[src/rtl/gpio_bank_pkg.sv]
package gpio_bank_pkg;
    localparam int BUS_W  = 32;
    localparam int ADDR_W = 4;

    typedef enum logic [2:0] {
        FN_DATA     = 3'd0,
        FN_DATA_SET = 3'd1,
        FN_DATA_CLR = 3'd2,
        FN_EN       = 3'd3,
        FN_EN_SET   = 3'd4,
        FN_EN_CLR   = 3'd5,
        FN_INPUT    = 3'd6,
        FN_OD       = 3'd7
    } gpio_fn_e;
endpackage

[src/rtl/gpio_in_sync.sv]
module gpio_in_sync #(
    parameter int W = 8
) (
    input  logic         clk,
    input  logic         rst_n,
    input  logic [W-1:0] raw_i,
    output logic [W-1:0] sync_o
);
    logic [W-1:0] stage1_q;
    logic [W-1:0] stage2_q;

    always_ff @(posedge clk or negedge rst_n) begin
        if (!rst_n) begin
            stage1_q <= '0;
            stage2_q <= '0;
        end else begin
            stage1_q <= raw_i;
            stage2_q <= stage1_q;
        end
    end

    assign sync_o = stage2_q;

    AST_SYNC_TWO_STAGE: assert property (@(posedge clk) disable iff (!rst_n)
        1'b1 |=> sync_o == $past(stage1_q)) else $error("sync stage skipped");
endmodule

[src/rtl/gpio_bank_slice.sv]
module gpio_bank_slice
    import gpio_bank_pkg::*;
#(
    parameter int W = 32
) (
    input  logic         clk,
    input  logic         rst_n,
    input  logic         wr_en,
    input  gpio_fn_e     fn,
    input  logic [W-1:0] wdata,
    input  logic [W-1:0] pad_in_i,
    input  logic [W-1:0] ie_i,
    output logic [W-1:0] rd_val,
    output logic [W-1:0] pad_out_o,
    output logic [W-1:0] pad_oe_o,
    output logic [W-1:0] pin_in_o
);
    logic [W-1:0] out_q;
    logic [W-1:0] oe_q;
    logic [W-1:0] od_q;
    logic [W-1:0] sync_in;

    always_ff @(posedge clk or negedge rst_n) begin
        if (!rst_n) begin
            out_q <= '0;
            oe_q  <= '0;
            od_q  <= '0;
        end else if (wr_en) begin
            case (fn)
                FN_DATA:     out_q <= wdata;
                FN_DATA_SET: out_q <= out_q | wdata;
                FN_DATA_CLR: out_q <= out_q & ~wdata;
                FN_EN:       oe_q  <= wdata;
                FN_EN_SET:   oe_q  <= oe_q | wdata;
                FN_EN_CLR:   oe_q  <= oe_q & ~wdata;
                FN_OD:       od_q  <= wdata;
                default:     ;
            endcase
        end
    end

    gpio_in_sync #(.W(W)) u_sync (
        .clk    (clk),
        .rst_n  (rst_n),
        .raw_i  (pad_in_i),
        .sync_o (sync_in)
    );

    assign pin_in_o = sync_in & ie_i;

    for (genvar i = 0; i < W; i++) begin : g_pad
        always_comb begin
            if (od_q[i]) begin
                pad_out_o[i] = 1'b0;
                pad_oe_o[i]  = oe_q[i] & ~out_q[i];
            end else begin
                pad_out_o[i] = out_q[i];
                pad_oe_o[i]  = oe_q[i];
            end
        end
    end

    always_comb begin
        case (fn)
            FN_DATA, FN_DATA_SET, FN_DATA_CLR: rd_val = out_q;
            FN_EN, FN_EN_SET, FN_EN_CLR:       rd_val = oe_q;
            FN_INPUT:                          rd_val = pin_in_o;
            default:                           rd_val = od_q;
        endcase
    end

    AST_SET_KEEPS_ZEROS: assert property (@(posedge clk) disable iff (!rst_n)
        (wr_en && fn == FN_DATA_SET) |=> out_q == ($past(out_q) | $past(wdata))) else $error("set alias");
    AST_CLR_KEEPS_ZEROS: assert property (@(posedge clk) disable iff (!rst_n)
        (wr_en && fn == FN_EN_CLR) |=> oe_q == ($past(oe_q) & ~$past(wdata))) else $error("clear alias");
    AST_OD_NO_HIGH_DRIVE: assert property (@(posedge clk) disable iff (!rst_n)
        ((od_q & pad_out_o) == '0) && ((od_q & pad_oe_o & out_q) == '0)) else $error("open-drain drove high");
    AST_IN_GATED: assert property (@(posedge clk) disable iff (!rst_n)
        (pin_in_o & ~ie_i) == '0) else $error("input not gated");
    AST_NO_WRITE_STABLE: assert property (@(posedge clk) disable iff (!rst_n)
        !wr_en |=> $stable(out_q) && $stable(oe_q) && $stable(od_q)) else $error("spurious update");
endmodule

[src/rtl/gpio_bank_ctrl.sv]
module gpio_bank_ctrl
    import gpio_bank_pkg::*;
#(
    parameter int NUM_PINS = 40
) (
    input  logic                clk,
    input  logic                rst_n,
    input  logic                bus_wr,
    input  logic                bus_rd,
    input  logic [ADDR_W-1:0]   bus_addr,
    input  logic [BUS_W-1:0]    bus_wdata,
    output logic [BUS_W-1:0]    bus_rdata,
    input  logic [NUM_PINS-1:0] pad_in,
    input  logic [NUM_PINS-1:0] pin_ie,
    output logic [NUM_PINS-1:0] pad_out,
    output logic [NUM_PINS-1:0] pad_oe,
    output logic [NUM_PINS-1:0] pin_in
);
    localparam int LO_W = BUS_W;
    localparam int HI_W = NUM_PINS - LO_W;

    initial begin
        if (HI_W < 1 || HI_W > BUS_W) $error("NUM_PINS must be 33..64");
    end

    logic     sel_hi;
    gpio_fn_e fn;
    logic [LO_W-1:0] lo_rd;
    logic [HI_W-1:0] hi_rd;

    assign sel_hi = bus_addr[ADDR_W-1];
    assign fn     = gpio_fn_e'(bus_addr[ADDR_W-2:0]);

    gpio_bank_slice #(.W(LO_W)) u_lo (
        .clk       (clk),
        .rst_n     (rst_n),
        .wr_en     (bus_wr && !sel_hi),
        .fn        (fn),
        .wdata     (bus_wdata),
        .pad_in_i  (pad_in[LO_W-1:0]),
        .ie_i      (pin_ie[LO_W-1:0]),
        .rd_val    (lo_rd),
        .pad_out_o (pad_out[LO_W-1:0]),
        .pad_oe_o  (pad_oe[LO_W-1:0]),
        .pin_in_o  (pin_in[LO_W-1:0])
    );

    gpio_bank_slice #(.W(HI_W)) u_hi (
        .clk       (clk),
        .rst_n     (rst_n),
        .wr_en     (bus_wr && sel_hi),
        .fn        (fn),
        .wdata     (bus_wdata[HI_W-1:0]),
        .pad_in_i  (pad_in[NUM_PINS-1:LO_W]),
        .ie_i      (pin_ie[NUM_PINS-1:LO_W]),
        .rd_val    (hi_rd),
        .pad_out_o (pad_out[NUM_PINS-1:LO_W]),
        .pad_oe_o  (pad_oe[NUM_PINS-1:LO_W]),
        .pin_in_o  (pin_in[NUM_PINS-1:LO_W])
    );

    always_ff @(posedge clk or negedge rst_n) begin
        if (!rst_n) begin
            bus_rdata <= '0;
        end else if (bus_rd) begin
            bus_rdata <= sel_hi ? BUS_W'(hi_rd) : lo_rd;
        end
    end

    AST_RDATA_HOLD: assert property (@(posedge clk) disable iff (!rst_n)
        !bus_rd |=> $stable(bus_rdata)) else $error("read data moved");
    AST_HI_UPPER_ZERO: assert property (@(posedge clk) disable iff (!rst_n)
        $past(bus_rd && sel_hi) |-> (bus_rdata >> HI_W) == '0) else $error("high bank upper bits");
endmodule

[config.mk]
export PLATFORM = sky130hd
export DESIGN_NAME = gpio_bank_ctrl
export DESIGN_NICKNAME = d
export VERILOG_FILES = /design/src/rtl/gpio_bank_pkg.sv /design/src/rtl/gpio_in_sync.sv /design/src/rtl/gpio_bank_slice.sv /design/src/rtl/gpio_bank_ctrl.sv
export SDC_FILE = /design/constraint.sdc
export NUM_CORES = 1
export LEC_CHECK = 0
export ABC_AREA = 1
export BUFFER_PORTS_ARGS = -buffer_cell sky130_fd_sc_hd__buf_2
export CELL_PAD_IN_SITES_DETAIL_PLACEMENT = 0
export CELL_PAD_IN_SITES_GLOBAL_PLACEMENT = 1
export CORE_ASPECT_RATIO = 1.75
export CORE_UTILIZATION = 41
export DETAILED_ROUTE_END_ITERATION = 16
export PLACE_DENSITY_LB_ADDON = 0.1
export SYNTH_ARGS = -nofsm -noshare
export SYNTH_HDL_FRONTEND = slang
export SYNTH_SLANG_ARGS = --single-unit
[constraint.sdc]
create_clock -name clk -period 1.4 [get_ports clk]
set_input_delay 0.07 -clock clk [delete_from_list [all_inputs] [get_ports clk]]
set_output_delay 0.07 -clock clk [all_outputs]
set_load 0.01 [all_outputs]
==> results of run 1 <==
-- Yosys cell counts --
| cell type | instances | area (um2) |
|---|---|---|
| nand2_1 | 367 | 1380 |
| dfrtp_1 | 232 | 5810 |
| nor2_1 | 146 | 548 |
| inv_1 | 143 | 537 |
| o21ai_0 | 126 | 631 |
| nand3_1 | 65 | 325 |
| a21oi_1 | 47 | 235 |
| o21ai_1 | 34 | 170 |
| clkbuf_1 | 29 | 109 |
| a21boi_0 | 26 | 195 |
| buf_2 | 24 | 120 |
| o211ai_1 | 24 | 180 |
| a31oi_1 | 8 | 50.1 |
| inv_2 | 6 | 22.5 |
| nand2_2 | 6 | 37.5 |
| buf_4 | 2 | 15.0 |
| buf_1 | 1 | 3.75 |
| nand3_2 | 1 | 10.0 |
| nor2_2 | 1 | 6.26 |
| nor2_4 | 1 | 11.3 |
-- path summary, 6_finish.rpt --
| kind | end | slack, ns | depth (start not counted) |
|---|---|---|---|
| min | bus_rdata[13] | 0.005 | 7 |
| min in group asynchronous | u_hi.u_sync.stage1_q[3] | 0.03 | 2 |
| max reg2reg | bus_rdata[5] | 0.26 | 8 |
| max | pad_oe[3] | -0.000002 | 2 |
| max in group asynchronous | u_lo.od_q[6] | 0.67 | 3 |
| min reg2reg | u_lo.u_sync.sync_o[14] | 0.35 | 0 |
-- logic make-up after synthesis --
family                 Yosys count
AOI/OAI and AO/OA              265
and+or+nand+nor                587
DFF                            232
buffers and inverters          205
-- stage by stage --
step                      power [mW]   util  worst slack (ns)
after floorplan                 10.6      -             0.322
after global placement          12.6  0.512             0.108
after detailed placement        12.7  0.512            0.0883
after CTS                       19.4  0.580           -0.0234
after global routing            20.6  0.589           -0.0513
final                           19.5  0.589       -0.00000155
-- what timing repair did --
action,in CTS,in global routing
hold endpoints to repair,403,0
hold buffers,77,0
setup endpoints to repair,26,37
pin swaps,7,8
gates resized for setup,39,49
buffers inserted,8,14
-- registers in the layout (all words and copies together), names as in the netlist --
register / flops
u_lo.u_sync.sync_o: 32
u_lo.u_sync.stage1_q: 32
u_lo.oe_q: 32
u_lo.out_q: 32
u_hi.od_q: 8
u_hi.u_sync.sync_o: 8
u_lo.od_q: 32
bus_rdata: 32
u_hi.oe_q: 8
u_hi.out_q: 8
u_hi.u_sync.stage1_q: 8
-- power by group --
group / switching, mW / internal, mW / total (mW)
Combinational: 2.60 / 2.09 / 4.69
Sequential: 0.873 / 7.69 / 8.57
Clock: 2.67 / 3.61 / 6.28
-- area by class of cell --
cell class | count | share of cell area
clock buffers | 37 | 0.0509
flip-flops and latches | 232 | 0.400
clock inverters | 4 | 0.00137
well taps | 312 | 0.0268
inverters | 149 | 0.0384
repair buffers | 436 | 0.213
multi-input cells | 852 | 0.270
-- metal layers --
metal  share of wire  up-vias
li1                -     4885
met1            0.38     4808
met2            0.52      322
met3           0.049       95
met4           0.046        0
met5               0        -
-- worst max-delay path: cells and delay by family (launching register included) --
family          cells  cell delay (ns)
compound gates      1             0.20
buf+inv             1             0.16
flops               1             0.44
-- cells in the final DEF, fill, tap and decap left out, types with 25 or more instances in the layout --
| cell type | synthesis | layout |
|---|---|---|
| nand3_1 | 65 | 65 |
| dlygate4sd3_1 | 0 | 77 |
| inv_1 | 143 | 137 |
| dfrtp_1 | 232 | 222 |
| clkbuf_16 | 0 | 25 |
| a21oi_1 | 47 | 39 |
| buf_4 | 2 | 67 |
| nor2_1 | 146 | 134 |
| o21ai_0 | 126 | 126 |
| buf_2 | 24 | 262 |
| nand2_1 | 367 | 367 |
| o21ai_1 | 34 | 34 |
==> flow_summary.json, run 1 <==
{
  "status": "finished with violations",
  "failed_checks": "setup timing",
  "setup_tns_ns": -0.00000155,
  "grt_max_degree": 64,
  "synthAdderAreaFrac": 0,
  "syn_to_final_growth_pct": 40.1,
  "clock_latency_ns": 0.53,
  "ys_ff_latch": 232,
  "grt_busiest_layer": "met2",
  "layout_worst_path_cycle_share": 1.00,
  "regArea_mm2": 0.00582,
  "overflow": 0,
  "io_buffers": 271,
  "hpwl_mm": 24.8,
  "p_per_area_mw_per_mm2": 1340,
  "crit_chain": "a21oi_2 -> buf_2",
  "die_w_um": 122,
  "critPathMaxFanout": 3,
  "clk_pin_slew_worst_paths_ns": 0.06,
  "final-setup-viol-count": 1,
  "design.die.area_mm2": 0.0260,
  "relSlewSlack": 0.747,
  "drive_above_1_share": 0.265,
  "vias": 10110,
  "met3_usage": 0.0367,
  "placed_area_mm2": 0.0127,
  "hp-class": "input port to flop",
  "critical_path_class": "flop to output port",
  "rows": 76,
  "cts_buffer_depth": 3,
  "cts_buffers": 24,
  "cpPeakStageDelay_ns": 0.44,
  "synth-seq-area-share": 0.559,
  "viasPerCell": 5.00,
  "coreArea_mm2": 0.0247,
  "min_from": "pin_ie[13]",
  "whs_ns": 0.00525,
  "grt_pass1_vias": 10131,
  "avgSynthCellArea_um2": 8.06,
  "cts_tree": "yes",
  "syn_nets": 1409,
  "dp.cells": 1882,
  "end_kind": "output port",
  "finalMaxSlewViolations": 0,
  "final_area_mm2": 0.0146,
  "ant_nets": 0,
  "grt_usage": 0.281,
  "met1_usage": 0.320,
  "cts_htree_levels": 1,
  "synthCells": 1289,
  "synth_xor_area_frac": 0,
  "worst_pin_slew_ns": 0.380,
  "rsz0062_at_grt": "true",
  "die_y_um": 213,
  "final_cell_count_no_fill": 2022,
  "fill_cells": 2322,
  "numClockSinks": 232,
  "gp_congestion": 0.832,
  "synth_top_family_by_area": "simple AND/OR/NAND/NOR gates",
  "startpoint_type": "flop",
  "max-vdd-ir-drop_mv": 1.03,
  "startpoint": "u_lo.od_q[3]",
  "cp_data_required_time_ns": 1.33,
  "drc_errors": 0,
  "drt-initial-drc-count": 531,
  "finalHoldViolations": 0,
  "ys_warn_count": 0,
  "grt_use_met2": 0.507,
  "grt_pass1_wl_mm": 55.1,
  "wl_mm": 35.7,
  "dr.pass1.iters": 5,
  "num-nets-final": 1815,
  "grt_antenna_before_repair": 0,
  "slowest_stage": "dfrtp_1",
  "fin_crit_ns": 1.40,
  "synth_compound_area_frac": 0.141,
  "maxClockFrequency_mhz": 714,
  "arrival_ns": 1.33,
  "finClkSkew_ns": 0.00799,
  "power_leakage_nw": 7.81,
  "wire_per_inst_um": 17.7,
  "r2r-start": "u_lo.u_sync.sync_o[5]",
  "synth.distinct_cells": 20,
  "fin_ws_ns": -0.00000155,
  "multi_input_area_mm2": 0.00393,
  "antenna_cells": 0,
  "muxShareOfSynthArea": 0,
  "syn_area_mm2": 0.0104,
  "start_util": 0.420,
  "io_pins": 272,
  "synthSimpleGateAreaFrac": 0.223,
  "clock-root-buffer": "clkbuf_16",
  "max_cap_violations": 0
}
(Power assumes the default switching activity.)
==> run 2: changes to the inputs <==
ABC_AREA = not set   (was 1)
CORE_MARGIN = 2   (was not set)
CORE_UTILIZATION = 44   (was 41)
==> run 2 against run 1 <==
Against the previous run: the flow now finishes without violations; combinational power fell by 13%; synthesized cell count fell by 26%; global-route usage fell by 2.3 points; maximum frequency rose by 1.1%; cell count fell by 18%; routed wire length fell by 6.8%.
==> flow_summary.json, run 2 <==
{
  "fin_ws_ns": 0.0157,
  "pre_cts_ws_ns": -0.0276,
  "grt_antenna_before_repair": 2,
  "wl_mm": 33.3,
  "reg2reg_slack_ns": 0.24,
  "yosys-top-cells-area": "dfrtp_1 55%, mux2_2 6.8%, a22o_1 6.0%",
  "start_util": 0.445,
  "critPathMaxFanout": 4,
  "end_kind": "output port",
  "hpwl_mm": 21.9,
  "min_from": "pin_ie[8]",
  "syn_area_mm2": 0.0106,
  "whs_ns": 0.0191,
  "drc_errors": 0,
  "vias": 9154,
  "arrival_ns": 1.31,
  "grt_pass1_vias": 9107,
  "whs_path_depth": 5,
  "worst_pin_slew_ns": 0.870,
  "layout_worst_path_cycle_share": 0.989,
  "max-vdd-ir-drop_mv": 0.914,
  "fin_crit_ns": 1.38,
  "fill_cells": 2030,
  "die_y_um": 209,
  "overflow": 0,
  "syn_to_final_growth_pct": 36.7,
  "ant_nets": 0,
  "coreArea_mm2": 0.0237,
  "gp_congestion": 0.815,
  "max_cap_violations": 0,
  "numClockSinks": 232,
  "clk_pin_slew_worst_paths_ns": 0.06,
  "clock_latency_ns": 0.54,
  "cp_data_required_time_ns": 1.33,
  "hp-class": "input port to flop",
  "ys_ff_latch": 232,
  "synth_common_cells": "232 x dfrtp_1, 97 x o21ai_0, 72 x a22o_1",
  "crit_chain": "a21boi_2 -> buf_2",
  "status": "complete, no violations",
  "startpoint_type": "flop",
  "cts_buffers": 23,
  "io_pins": 272,
  "cts_tree": "yes",
  "regArea_mm2": 0.00581,
  "synth_most_common_cell": "dfrtp_1",
  "num-nets-final": 1456,
  "layout_common_cells": "270 x buf_2, 230 x dfrtp_1, 97 x o21ai_0, 79 x dlygate4sd3_1, 72 x a22o_1",
  "synth_edf_count": 0,
  "cts_htree_levels": 1,
  "yosysTopAreaCell": "dfrtp_1",
  "synth-seq-area-share": 0.550,
  "setup_tns_ns": 0,
  "avgSynthCellArea_um2": 11.1,
  "placed_area_mm2": 0.0125,
  "synth.top_cell.area_share": 0.550,
  "drt-initial-drc-count": 486,
  "synthFlopType": "dfrtp_1",
  "io_buffers": 271,
  "slowest_stage": "dfrtp_1",
  "critPathTopFamily": "flip-flops",
  "finalHoldViolations": 0,
  "r2r.worst_path.cells": 4,
  "design.die.area_mm2": 0.0253,
  "finClkSkew_ns": 0.0156,
  "power_leakage_nw": 6.83,
  "cp_num_buf_inv": 1,
  "drive_above_1_share": 0.351,
  "p_per_area_mw_per_mm2": 1320,
  "relSlewSlack": 0.415,
  "fin_util": 0.608,
  "r2r_end": "bus_rdata[12]",
  "ys_async_sr_fraction": 1.00,
  "rows": 75,
  "synth.distinct_cells": 41,
  "grt_usage": 0.258,
  "final-setup-viol-count": 0,
  "final_area_mm2": 0.0144,
  "finalMaxSlewViolations": 0,
  "viasPerCell": 5.51,
  "grt_pass1_wl_mm": 50.9,
  "cts_buffer_depth": 3,
  "wire_per_inst_um": 20.0,
  "synthCells": 955,
  "final_common_cell": "buf_2",
  "grt_max_degree": 83,
  "cpPeakStageDelay_ns": 0.44,
  "syn_nets": 1075,
  "clock-root-buffer": "clkbuf_16",
  "dr.pass1.iters": 4,
  "r2r-start": "u_lo.oe_q[12]",
  "maxClockFrequency_mhz": 722,
  "multi_input_area_mm2": 0.00433,
  "hold_end": "bus_rdata[8]",
  "ys_warn_count": 0,
  "critical_path_class": "flop to output port",
  "die_w_um": 121
}
-- run 2: final cells by class --
class,instances,share of cell area
clock buffer,35,0.0478
timing repair buffer,428,0.206
multi-input combinational,611,0.300
sequential,232,0.402
tap,308,0.0267
antenna,2,0.000347
clock inverter,6,0.00607
inverter,40,0.0104
-- run 2: through the flow --
step	total power, mW	cells
2_1_floorplan	10.5	955
3_3_place_gp	12.1	1511
3_5_place_dp	12.2	1511
4_1_cts	19.0	1637
5_1_grt	19.9	1661
6_report	19.0	1662
-- run 2: tightest hold or removal path, delay by kind of cell --
family	cells	cell delay, ns
AOI/OAI and AO/OA	3	0.26
buffers and inverters	1	0.10
and+or+nand+nor	1	0.08
-- run 2: worst max path at each step --
stage / startpoint / end / slack (ns) / cells after the start
floorplan: bus_addr[1] / u_lo.oe_q[10] / 0.12 / 7
global route: u_lo.out_q[6] / pad_out[6] / -0.02 / 2
global placement: bus_addr[1] / bus_rdata[6] / -0.009 / 6
finish: u_lo.od_q[23] / pad_oe[23] / 0.02 / 2
detailed placement: bus_addr[1] / bus_rdata[7] / -0.03 / 6
CTS: u_lo.oe_q[12] / pad_oe[12] / 0.0002 / 2
-- run 2: logic make-up after synthesis --
logic type | share of synthesized area
flops | 0.550
compound gates | 0.232
buf+inv | 0.0469
mux | 0.0780
simple gates | 0.0931
-- run 2: power by group --
group	total (mW)	internal (mW)	switching, mW
clock network	6.46	3.77	2.69
registers	8.49	7.63	0.863
logic	4.07	2.15	1.93
-- run 2: routing by layer --
layer  vias to the layer above  GRT usage  wire length (um)  share of wire
met5                         -          0                 0              0
met4                         0     0.0998              1190          0.036
met3                        68     0.0333              1680          0.050
met2                       298      0.452             17100           0.51
met1                      4548      0.321             13400           0.40
li1                       4240          -                 -              -
-- run 2: timing repair --
action	CTS	global route
hold endpoints to repair	397	0
resized for setup	14	34
hold buffers	79	0
gates cloned	0	4
setup buffers	6	19
pin swaps	0	1
endpoints found under the setup margin	17	98
==> run 3: changes to the inputs <==
PLACE_DENSITY = 0.89   (was not set)
PLACE_DENSITY_LB_ADDON = not set   (was 0.1)
==> run 3 against run 2 <==
Against the previous run: the run now ends with setup timing left; core utilization shrank 1.1 points; routed wire length shrank 0.95%; worst setup slack lost 0.023 ns; cell area shrank 1.9%; critical path type unchanged.
==> flow_summary.json, run 3 (synthesized netlist as in run 2, its figures left out) <==
{
  "numClockSinks": 232,
  "grt_pass1_vias": 9243,
  "min_from": "pin_ie[18]",
  "r2r-start": "u_hi.out_q[7]",
  "fill_cells": 1983,
  "grt_max_degree": 59,
  "io_pins": 272,
  "critPathMaxFanout": 4,
  "wl_mm": 33.0,
  "p_per_area_mw_per_mm2": 1310,
  "startpoint_type": "flop",
  "cts_buffer_depth": 3,
  "clock_latency_ns": 0.52,
  "cts_buffers": 23,
  "critical_path_class": "flop to output port",
  "clock-root-buffer": "clkbuf_16",
  "grt_pass1_wl_mm": 50.9,
  "drt-initial-drc-count": 649,
  "max-vdd-ir-drop_mv": 0.985,
  "syn_to_final_growth_pct": 34.2,
  "num-nets-final": 1441,
  "coreArea_mm2": 0.0237,
  "pre_cts_ws_ns": -0.118,
  "drc_errors": 0,
  "viasPerCell": 5.60,
  "failed_checks": "setup timing",
  "layout_worst_path_cycle_share": 1.01,
  "power_leakage_nw": 6.69,
  "whs_ns": 0.0262,
  "finClkSkew_ns": 0.0135,
  "wire_per_inst_um": 20.1,
  "arrival_ns": 1.34,
  "drive_above_1_share": 0.350,
  "finalHoldViolations": 0,
  "vias": 9207,
  "fin_util": 0.597,
  "grt_antenna_before_repair": 3,
  "relSlewSlack": 0.301,
  "layout_common_cells": "270 x buf_2, 228 x dfrtp_1, 97 x o21ai_0, 74 x dlygate4sd3_1, 72 x a22o_1",
  "clk_pin_slew_worst_paths_ns": 0.06,
  "final-setup-viol-count": 1,
  "cp_data_required_time_ns": 1.33,
  "cts_tree": "yes",
  "fin_ws_ns": -0.00764,
  "ant_nets": 0,
  "status": "finished with violations",
  "die_w_um": 121,
  "setup_tns_ns": -0.00764,
  "maxClockFrequency_mhz": 710,
  "startpoint": "u_hi.od_q[1]",
  "max_cap_violations": 0,
  "finalMaxSlewViolations": 0,
  "rsz0062_at_grt": "false",
  "cts_htree_levels": 1,
  "end_kind": "output port",
  "die_y_um": 209,
  "start_util": 0.445,
  "rows": 75,
  "worst_pin_slew_ns": 1.04,
  "overflow": 0,
  "dr.pass1.iters": 5,
  "hp-class": "input port to flop",
  "final_common_cell": "buf_2",
  "io_buffers": 271,
  "gp_congestion": 0.828,
  "design.die.area_mm2": 0.0253,
  "fin_crit_ns": 1.41,
  "grt_usage": 0.258,
  "hpwl_mm": 22.1
}
[run 3: path summary, 6_finish.rpt]
check,to,slack (ns),cells past startpoint
worst max-delay path,pad_oe[33],-0.008,2
worst min-delay path,bus_rdata[18],0.03,5
worst max register to register,bus_rdata[7],0.23,3
worst min register to register,u_lo.u_sync.sync_o[25],0.34,0
max in group asynchronous,u_hi.oe_q[7],0.72,3
min in group asynchronous,bus_rdata[20],0.06,2
[run 3: cell type report]
| class | count | area [um2] | area share |
|---|---|---|---|
| sequential | 232 | 5810 | 0.410 |
| timing repair buffer | 413 | 2770 | 0.195 |
| antenna | 2 | 5.00 | 0.000353 |
| multi-input combinational | 611 | 4330 | 0.306 |
| tap | 308 | 385 | 0.0272 |
| clock inverter | 9 | 81.3 | 0.00574 |
| clock buffer | 29 | 638 | 0.0450 |
| inverter | 40 | 150 | 0.0106 |
[run 3: worst max-delay path, stage by stage, from the launching register on]
cell and delay [ns]:
dfrtp_1 0.44, a21boi_2 0.22, buf_2 0.16
[run 3: power by group]
group	internal (mW)	switching, mW	total, mW	leakage (nW)
clock network	3.40	2.62	6.02	0.349
registers	7.63	0.873	8.51	2.86
logic	2.07	1.93	4.00	3.48
total	13.1	5.43	18.5	6.69
[run 3: what timing repair did]
| item | 4_1_cts | 5_1_grt |
|---|---|---|
| endpoints found under the setup margin | 16 | 26 |
| hold endpoints to repair | 392 | 0 |
| gates resized for setup | 22 | 26 |
| hold buffers | 74 | 0 |
| buffers inserted | 2 | 16 |
| cloned | 0 | 0 |
| pin swaps | 0 | 1 |
[run 3: through the flow]
stage | total power [mW] | area [um2] | std cells
global route | 19.3 | 14200 | 1644
detailed placement | 12.2 | 12500 | 1512
global placement | 12.1 | 12500 | 1512
CTS | 18.5 | 14000 | 1626
finish | 18.5 | 14200 | 1644
floorplan | 10.5 | 10600 | 955
[run 3: layer usage]
| metal | vias to the layer above | share of wire | global-route usage |
|---|---|---|---|
| li1 | 4200 | - | - |
| met1 | 4552 | 0.38 | 0.315 |
| met2 | 374 | 0.52 | 0.444 |
| met3 | 79 | 0.055 | 0.0330 |
| met4 | 2 | 0.045 | 0.129 |
| met5 | - | 0.00039 | 0 |
